[src/rtl/guard_pkg.sv]
// Shared types and helper functions for the FSM state upset detector.
// Assumes state codes are plain packed vectors of any width.
package guard_pkg;

    typedef enum logic [1:0] {
        ENC_PARITY   = 2'd0,
        ENC_ONE_HOT  = 2'd1,
        ENC_ONE_COLD = 2'd2
    } enc_mode_e;

    // Odd parity bit: value that makes the total count of ones odd.
    function automatic logic odd_par(input logic [63:0] v, input int unsigned w);
        logic acc;
        acc = 1'b1;
        for (int i = 0; i < 64; i++)
            if (i < w) acc = acc ^ v[i];
        return acc;
    endfunction

    // Even parity bit: value that makes the total count of ones even.
    function automatic logic even_par(input logic [63:0] v, input int unsigned w);
        return ~odd_par(v, w);
    endfunction

    // True when exactly one of the low w bits is set (XOR/AND chain).
    function automatic logic exactly_one(input logic [63:0] v, input int unsigned w);
        logic seen;
        logic dup;
        seen = 1'b0;
        dup  = 1'b0;
        for (int i = 0; i < 64; i++) begin
            if (i < w) begin
                dup  = dup | (seen & v[i]);
                seen = seen ^ v[i];
            end
        end
        return seen & ~dup;
    endfunction

endpackage

[src/rtl/guard_store.sv]
// State flops plus, in parity mode, the two parity flops.
// Assumes a synchronous active-low reset. The injection mask is XORed
// into the loaded values and is ignored during reset.
module guard_store
    import guard_pkg::*;
#(
    parameter int unsigned           STATE_W     = 4,
    parameter enc_mode_e             MODE        = ENC_PARITY,
    parameter logic [STATE_W-1:0]    RESET_STATE = 4'b0001
) (
    input  logic               clk,
    input  logic               rst_n,
    input  logic [STATE_W-1:0] next_state,
    input  logic [STATE_W+1:0] flip_mask,
    output logic [STATE_W-1:0] state_q,
    output logic [1:0]         par_q
);
    localparam logic [63:0] RESET_WIDE = 64'(RESET_STATE);

    logic [63:0] next_wide;
    assign next_wide = 64'(next_state);

    // Load the next state, applying any injected state-bit flips.
    always_ff @(posedge clk) begin
        if (!rst_n) state_q <= RESET_STATE;
        else        state_q <= next_state ^ flip_mask[STATE_W-1:0];
    end

    generate
        if (MODE == ENC_PARITY) begin : g_par
            // Store p0 (odd) in bit 0 and p1 (even) in bit 1.
            always_ff @(posedge clk) begin
                if (!rst_n)
                    par_q <= {even_par(RESET_WIDE, STATE_W), odd_par(RESET_WIDE, STATE_W)};
                else
                    par_q <= {even_par(next_wide, STATE_W), odd_par(next_wide, STATE_W)}
                             ^ flip_mask[STATE_W+1:STATE_W];
            end
        end else begin : g_nopar
            logic unused_par_flip;
            logic unused_next_wide;
            // Without parity flops the upper mask bits have no load path.
            assign unused_par_flip  = ^flip_mask[STATE_W+1:STATE_W];
            assign unused_next_wide = ^next_wide;
            assign par_q = 2'b00;
        end
    endgenerate

endmodule

[src/rtl/guard_detect.sv]
// Upset detector: in parity mode, compares recomputed parities with the
// stored ones and flags only a double mismatch. In one-hot or one-cold
// mode, flags any code without exactly one active bit.
module guard_detect
    import guard_pkg::*;
#(
    parameter int unsigned STATE_W = 4,
    parameter enc_mode_e   MODE    = ENC_PARITY
) (
    input  logic [STATE_W-1:0] state_q,
    input  logic [1:0]         par_q,
    output logic               upset_raw
);
    logic [63:0] q_wide;
    assign q_wide = 64'(state_q);

    generate
        if (MODE == ENC_PARITY) begin : g_par
            logic p0_calc, p1_calc;
            // Recompute both parities from the present state.
            always_comb begin
                p0_calc   = odd_par(q_wide, STATE_W);
                p1_calc   = even_par(q_wide, STATE_W);
                upset_raw = (par_q[0] != p0_calc) && (par_q[1] != p1_calc);
            end
        end else if (MODE == ENC_ONE_HOT) begin : g_hot
            logic unused_par;
            assign unused_par = ^par_q;
            // A legal one-hot code has exactly one bit set.
            always_comb upset_raw = ~exactly_one(q_wide, STATE_W);
        end else begin : g_cold
            logic unused_par;
            assign unused_par = ^par_q;
            // A legal one-cold code has exactly one bit clear.
            always_comb upset_raw = ~exactly_one(~q_wide, STATE_W);
        end
    endgenerate

endmodule

[src/rtl/guard_recover.sv]
// Output selector: passes the present state through, or substitutes the
// recovery state when the detector has flagged an upset.
module guard_recover #(
    parameter int unsigned        STATE_W        = 4,
    parameter logic [STATE_W-1:0] RECOVERY_STATE = 4'b1000
) (
    input  logic [STATE_W-1:0] state_q,
    input  logic               upset_raw,
    output logic [STATE_W-1:0] corrected_state,
    output logic               upset
);
    // Jump to the recovery code on an upset; no repair is attempted.
    always_comb begin
        corrected_state = upset_raw ? RECOVERY_STATE : state_q;
        upset           = upset_raw;
    end
endmodule

[src/rtl/guard_fsm_upset.sv]
// Top of the FSM state upset detector. Stores the FSM next state, checks
// it each cycle and returns either the state or the recovery code.
// Assumes RESET_STATE and RECOVERY_STATE are legal codes for MODE.
module guard_fsm_upset
    import guard_pkg::*;
#(
    parameter int unsigned        STATE_W        = 4,
    parameter enc_mode_e          MODE           = ENC_PARITY,
    parameter logic [STATE_W-1:0] RESET_STATE    = 4'b0001,
    parameter logic [STATE_W-1:0] RECOVERY_STATE = 4'b1000
) (
    input  logic               clk,
    input  logic               rst_n,
    input  logic [STATE_W-1:0] next_state,
    input  logic [STATE_W+1:0] flip_mask,
    output logic [STATE_W-1:0] corrected_state,
    output logic               upset
);
    logic [STATE_W-1:0] state_q;
    logic [1:0]         par_q;
    logic               upset_raw;

    guard_store #(.STATE_W(STATE_W), .MODE(MODE), .RESET_STATE(RESET_STATE)) u_store (
        .clk(clk), .rst_n(rst_n), .next_state(next_state), .flip_mask(flip_mask),
        .state_q(state_q), .par_q(par_q)
    );

    guard_detect #(.STATE_W(STATE_W), .MODE(MODE)) u_detect (
        .state_q(state_q), .par_q(par_q), .upset_raw(upset_raw)
    );

    guard_recover #(.STATE_W(STATE_W), .RECOVERY_STATE(RECOVERY_STATE)) u_recover (
        .state_q(state_q), .upset_raw(upset_raw),
        .corrected_state(corrected_state), .upset(upset)
    );
endmodule

[config.mk]
export PLATFORM = sky130hd
export DESIGN_NAME = guard_fsm_upset
export DESIGN_NICKNAME = d
export VERILOG_FILES = /design/src/rtl/guard_pkg.sv /design/src/rtl/guard_store.sv /design/src/rtl/guard_detect.sv /design/src/rtl/guard_recover.sv /design/src/rtl/guard_fsm_upset.sv
export SDC_FILE = /design/constraint.sdc
export NUM_CORES = 1
export LEC_CHECK = 0
export ABC_CLOCK_PERIOD_IN_PS = 1670
export BUFFER_PORTS_ARGS = -buffer_cell sky130_fd_sc_hd__buf_4
export CAP_MARGIN = 20
export CELL_PAD_IN_SITES_DETAIL_PLACEMENT = 0
export CELL_PAD_IN_SITES_GLOBAL_PLACEMENT = 1
export CORE_AREA = 2 2 41 43
export CTS_CLUSTER_DIAMETER = 100
export DETAILED_ROUTE_END_ITERATION = 8
export DIE_AREA = 0 0 43 45
export PLACE_DENSITY = 0.67
export SYNTH_ARGS = -nofsm -noshare
export SYNTH_HDL_FRONTEND = slang
export SYNTH_SLANG_ARGS = --single-unit
export TNS_END_PERCENT = 5
[constraint.sdc]
create_clock -name clk -period 1.67 [get_ports clk]
set_clock_uncertainty 0.1 [all_clocks]
set_input_delay 0.167 -clock clk [delete_from_list [all_inputs] [get_ports clk]]
set_output_delay 0.167 -clock clk [all_outputs]
set_load 0.05 [all_outputs]
==> impl_metrics.json <==
{
  "outcome": "finished, violations left",
  "failing_checks": "setup timing",
  "p_per_area_nw_per_um2": 962,
  "clk_path_buf_depth": 2,
  "die_h_um": 45,
  "min_period_ps": 1720,
  "synth-edff-count": 0,
  "dieWidth_um": 43,
  "grt_max_degree": 9,
  "final.setup.tns_ps": -166,
  "floorplan.initialDensity_pct": 31.7,
  "post_syn_instances": 44,
  "ctsRootBufferMaster": "sky130_fd_sc_hd__clkbuf_4",
  "share_comb_of_total_power_pct": 51.6,
  "synth_top_flop_cell": "sky130_fd_sc_hd__dfxtp_1",
  "synth.largest_area_cell": "sky130_fd_sc_hd__dfxtp_1",
  "area_growth_syn_to_layout_pct": 41.3,
  "grt_pass1_vias": 339,
  "drtPass1Iterations": 2,
  "clk_pin_slew_worst_paths_ps": 40,
  "power.switching_w": 0.000234,
  "arrival_ps": 1460,
  "post_synth.cell_area_avg_um2": 10.6,
  "clock_tree.htree_level_count": 1,
  "netlist_top_cells_area": "sky130_fd_sc_hd__dfxtp_1 26%, sky130_fd_sc_hd__xnor3_1 14%, sky130_fd_sc_hd__xnor2_1 11%, sky130_fd_sc_hd__xor2_1 7.5%, sky130_fd_sc_hd__o221a_1 7.2%",
  "synth_commonest_cells": "7 x sky130_fd_sc_hd__nand2_1, 6 x sky130_fd_sc_hd__dfxtp_1, 6 x sky130_fd_sc_hd__xnor2_1",
  "layout_cells_sized_above_1_pct": 41.9,
  "timing.final.max_slew_violations": 0,
  "pwr-share-clk_pct": 20.2,
  "timing.final.ws_setup_ps": -53.6,
  "drt_iter0_markers": 1,
  "critPathLaunchType": "register",
  "crit_fanout": 5,
  "vias_per_cell": 4.62,
  "timing.hold.worst_path_depth": 2,
  "wire_per_inst_um": 9.67,
  "seq_power_share_pct": 28.2,
  "antenna_cells": 0,
  "synthArstFlopShare_pct": 0,
  "min_period_over_period_pct": 103,
  "tritoncts": "yes",
  "p_sw_share_pct": 36.9,
  "rsz0062_at_grt": "true",
  "maxSlewHeadroom_pct": 81.6,
  "portBuffers": 16,
  "max_clock_freq_ghz": 0.580,
  "antenna_found_initial": 0,
  "synth.most_common_cell": "sky130_fd_sc_hd__nand2_1",
  "ant_nets_after_route": 0,
  "synthesis.yosys.warnings": 0,
  "worst-setup-path-type": "reg -> out",
  "synthDistinctLibCells": 16,
  "synth_top_area_share_pct": 25.7,
  "remaining_drc_errors": 0,
  "internal_power_w": 0.000400,
  "io_pins": 17,
  "cts.sinks": 6,
  "drv.max_cap_violation_count": 0,
  "grt_usage_pct": 9.62,
  "tightest_slew_ps": 274,
  "postLayoutCellArea_um2": 659,
  "crit_path_end_kind": "output port",
  "core.rowCount": 14,
  "layout.filler_cells": 148,
  "vias": 360,
  "design.core.area_um2": 1470,
  "placedInstanceArea_um2": 606,
  "numCtsBuffers": 3,
  "synth.net_count": 56,
  "synth.cell_area_um2": 467,
  "yosysSeqAreaShare_pct": 25.7,
  "vdd_ir_drop_max_mv": 0.359,
  "grt_first_pass_wirelength_um": 1350,
  "globalplace.congestion": 0.728,
  "hp-class": "in -> reg",
  "worst-endpoint-required_ps": 1400,
  "static-leakage-power_nw": 0.303,
  "final_nets": 76,
  "drt_wl_total_um": 754,
  "final_setup_vio_count": 4,
  "final-hold-violation-count": 0,
  "postSynthRegisterBits": 6,
  "floorplan.die_area_um2": 1940,
  "global_route.overflow_total": 0
}
-- metrics by stage --
stage	power [W]	setup WS, ps	cells	util, %	hold slack (ps)
floorplan	0.000411	-3.56	44	-	129
global placement	0.000491	97.6	75	41.2	289
detailed placement	0.000490	78.1	75	41.2	291
CTS	0.000645	-66.5	78	44.5	30.8
global route	0.000670	-111	78	44.8	51.9
finish	0.000634	-53.6	78	44.8	34.0
-- power groups by stage --
stage | Sequential (W) | Combinational, W | Clock [W]
5_1_grt | 0.000181 | 0.000347 | 0.000142
3_5_place_dp | 0.000181 | 0.000309 | 0
6_report | 0.000179 | 0.000328 | 0.000128
4_1_cts | 0.000180 | 0.000331 | 0.000135
2_1_floorplan | 0.000174 | 0.000237 | 0
3_3_place_gp | 0.000181 | 0.000309 | 0
-- worst max-delay path: stages, from the launching register on --
cell and delay, ps:
sky130_fd_sc_hd__dfxtp_4 360, sky130_fd_sc_hd__xnor3_1 410, sky130_fd_sc_hd__nand2_1 80, sky130_fd_sc_hd__o221a_1 200
sky130_fd_sc_hd__buf_6 160
-- worst paths after layout --
| kind | slack, ps | startpoint | end |
|---|---|---|---|
| setup / recovery | -50 | u_store.state_q[2] | corrected_state[0] |
| hold / removal | 30 | rst_n | u_store.state_q[0] |
-- registers in the layout, indices dropped and copies added, names as in the netlist --
register and flops:
u_store.par_q 2, u_store.state_q 4
-- cell families (layout without fill, tap and decap cells) --
family / count (synthesis) / after routing / synth area share [%]
xor+xnor: 14 / 14 / 38.3
simple gates: 14 / 14 / 15.3
flops: 6 / 6 / 25.7
compound gates: 4 / 4 / 9.12
mux: 3 / 3 / 6.70
buf+inv: 3 / 21 / 4.83
-- what timing repair did --
| action | 4_1_cts | 5_1_grt |
|---|---|---|
| pin swaps | 8 | 7 |
| hold buffers | 0 | 0 |
| buffers inserted | 0 | 0 |
| setup endpoints to repair | 5 | 5 |
| gates resized for setup | 10 | 2 |
-- routing by layer --
metal	routed length [um]	vias to the layer above	GRT usage (%)
li1	-	187	-
met1	312	157	10.9
met2	378	16	15.8
met3	63	0	2.40
met4	0	0	7.27
met5	0	-	0
-- placed cells by master, fill, tap and decap left out, types with 2 or more instances in the layout --
cell type	instances
sky130_fd_sc_hd__buf_6	5
sky130_fd_sc_hd__dfxtp_1	2
sky130_fd_sc_hd__xnor2_1	6
sky130_fd_sc_hd__dfxtp_4	3
sky130_fd_sc_hd__o221a_1	3
sky130_fd_sc_hd__xnor3_1	3
sky130_fd_sc_hd__and2_1	3
sky130_fd_sc_hd__nand2b_1	3
sky130_fd_sc_hd__clkbuf_4	3
sky130_fd_sc_hd__buf_4	12
sky130_fd_sc_hd__xor2_1	4
sky130_fd_sc_hd__nand2_1	7
-- layout make-up --
| cell class | count | area (um2) | area share (%) |
|---|---|---|---|
| multi-input cells | 35 | 334 | 50.7 |
| well taps | 16 | 20.0 | 3.04 |
| flip-flops and latches | 6 | 133 | 20.1 |
| inverters | 1 | 3.75 | 0.569 |
| clock buffers | 3 | 22.5 | 3.42 |
| repair buffers | 17 | 146 | 22.2 |
(Power assumes the default switching activity.)
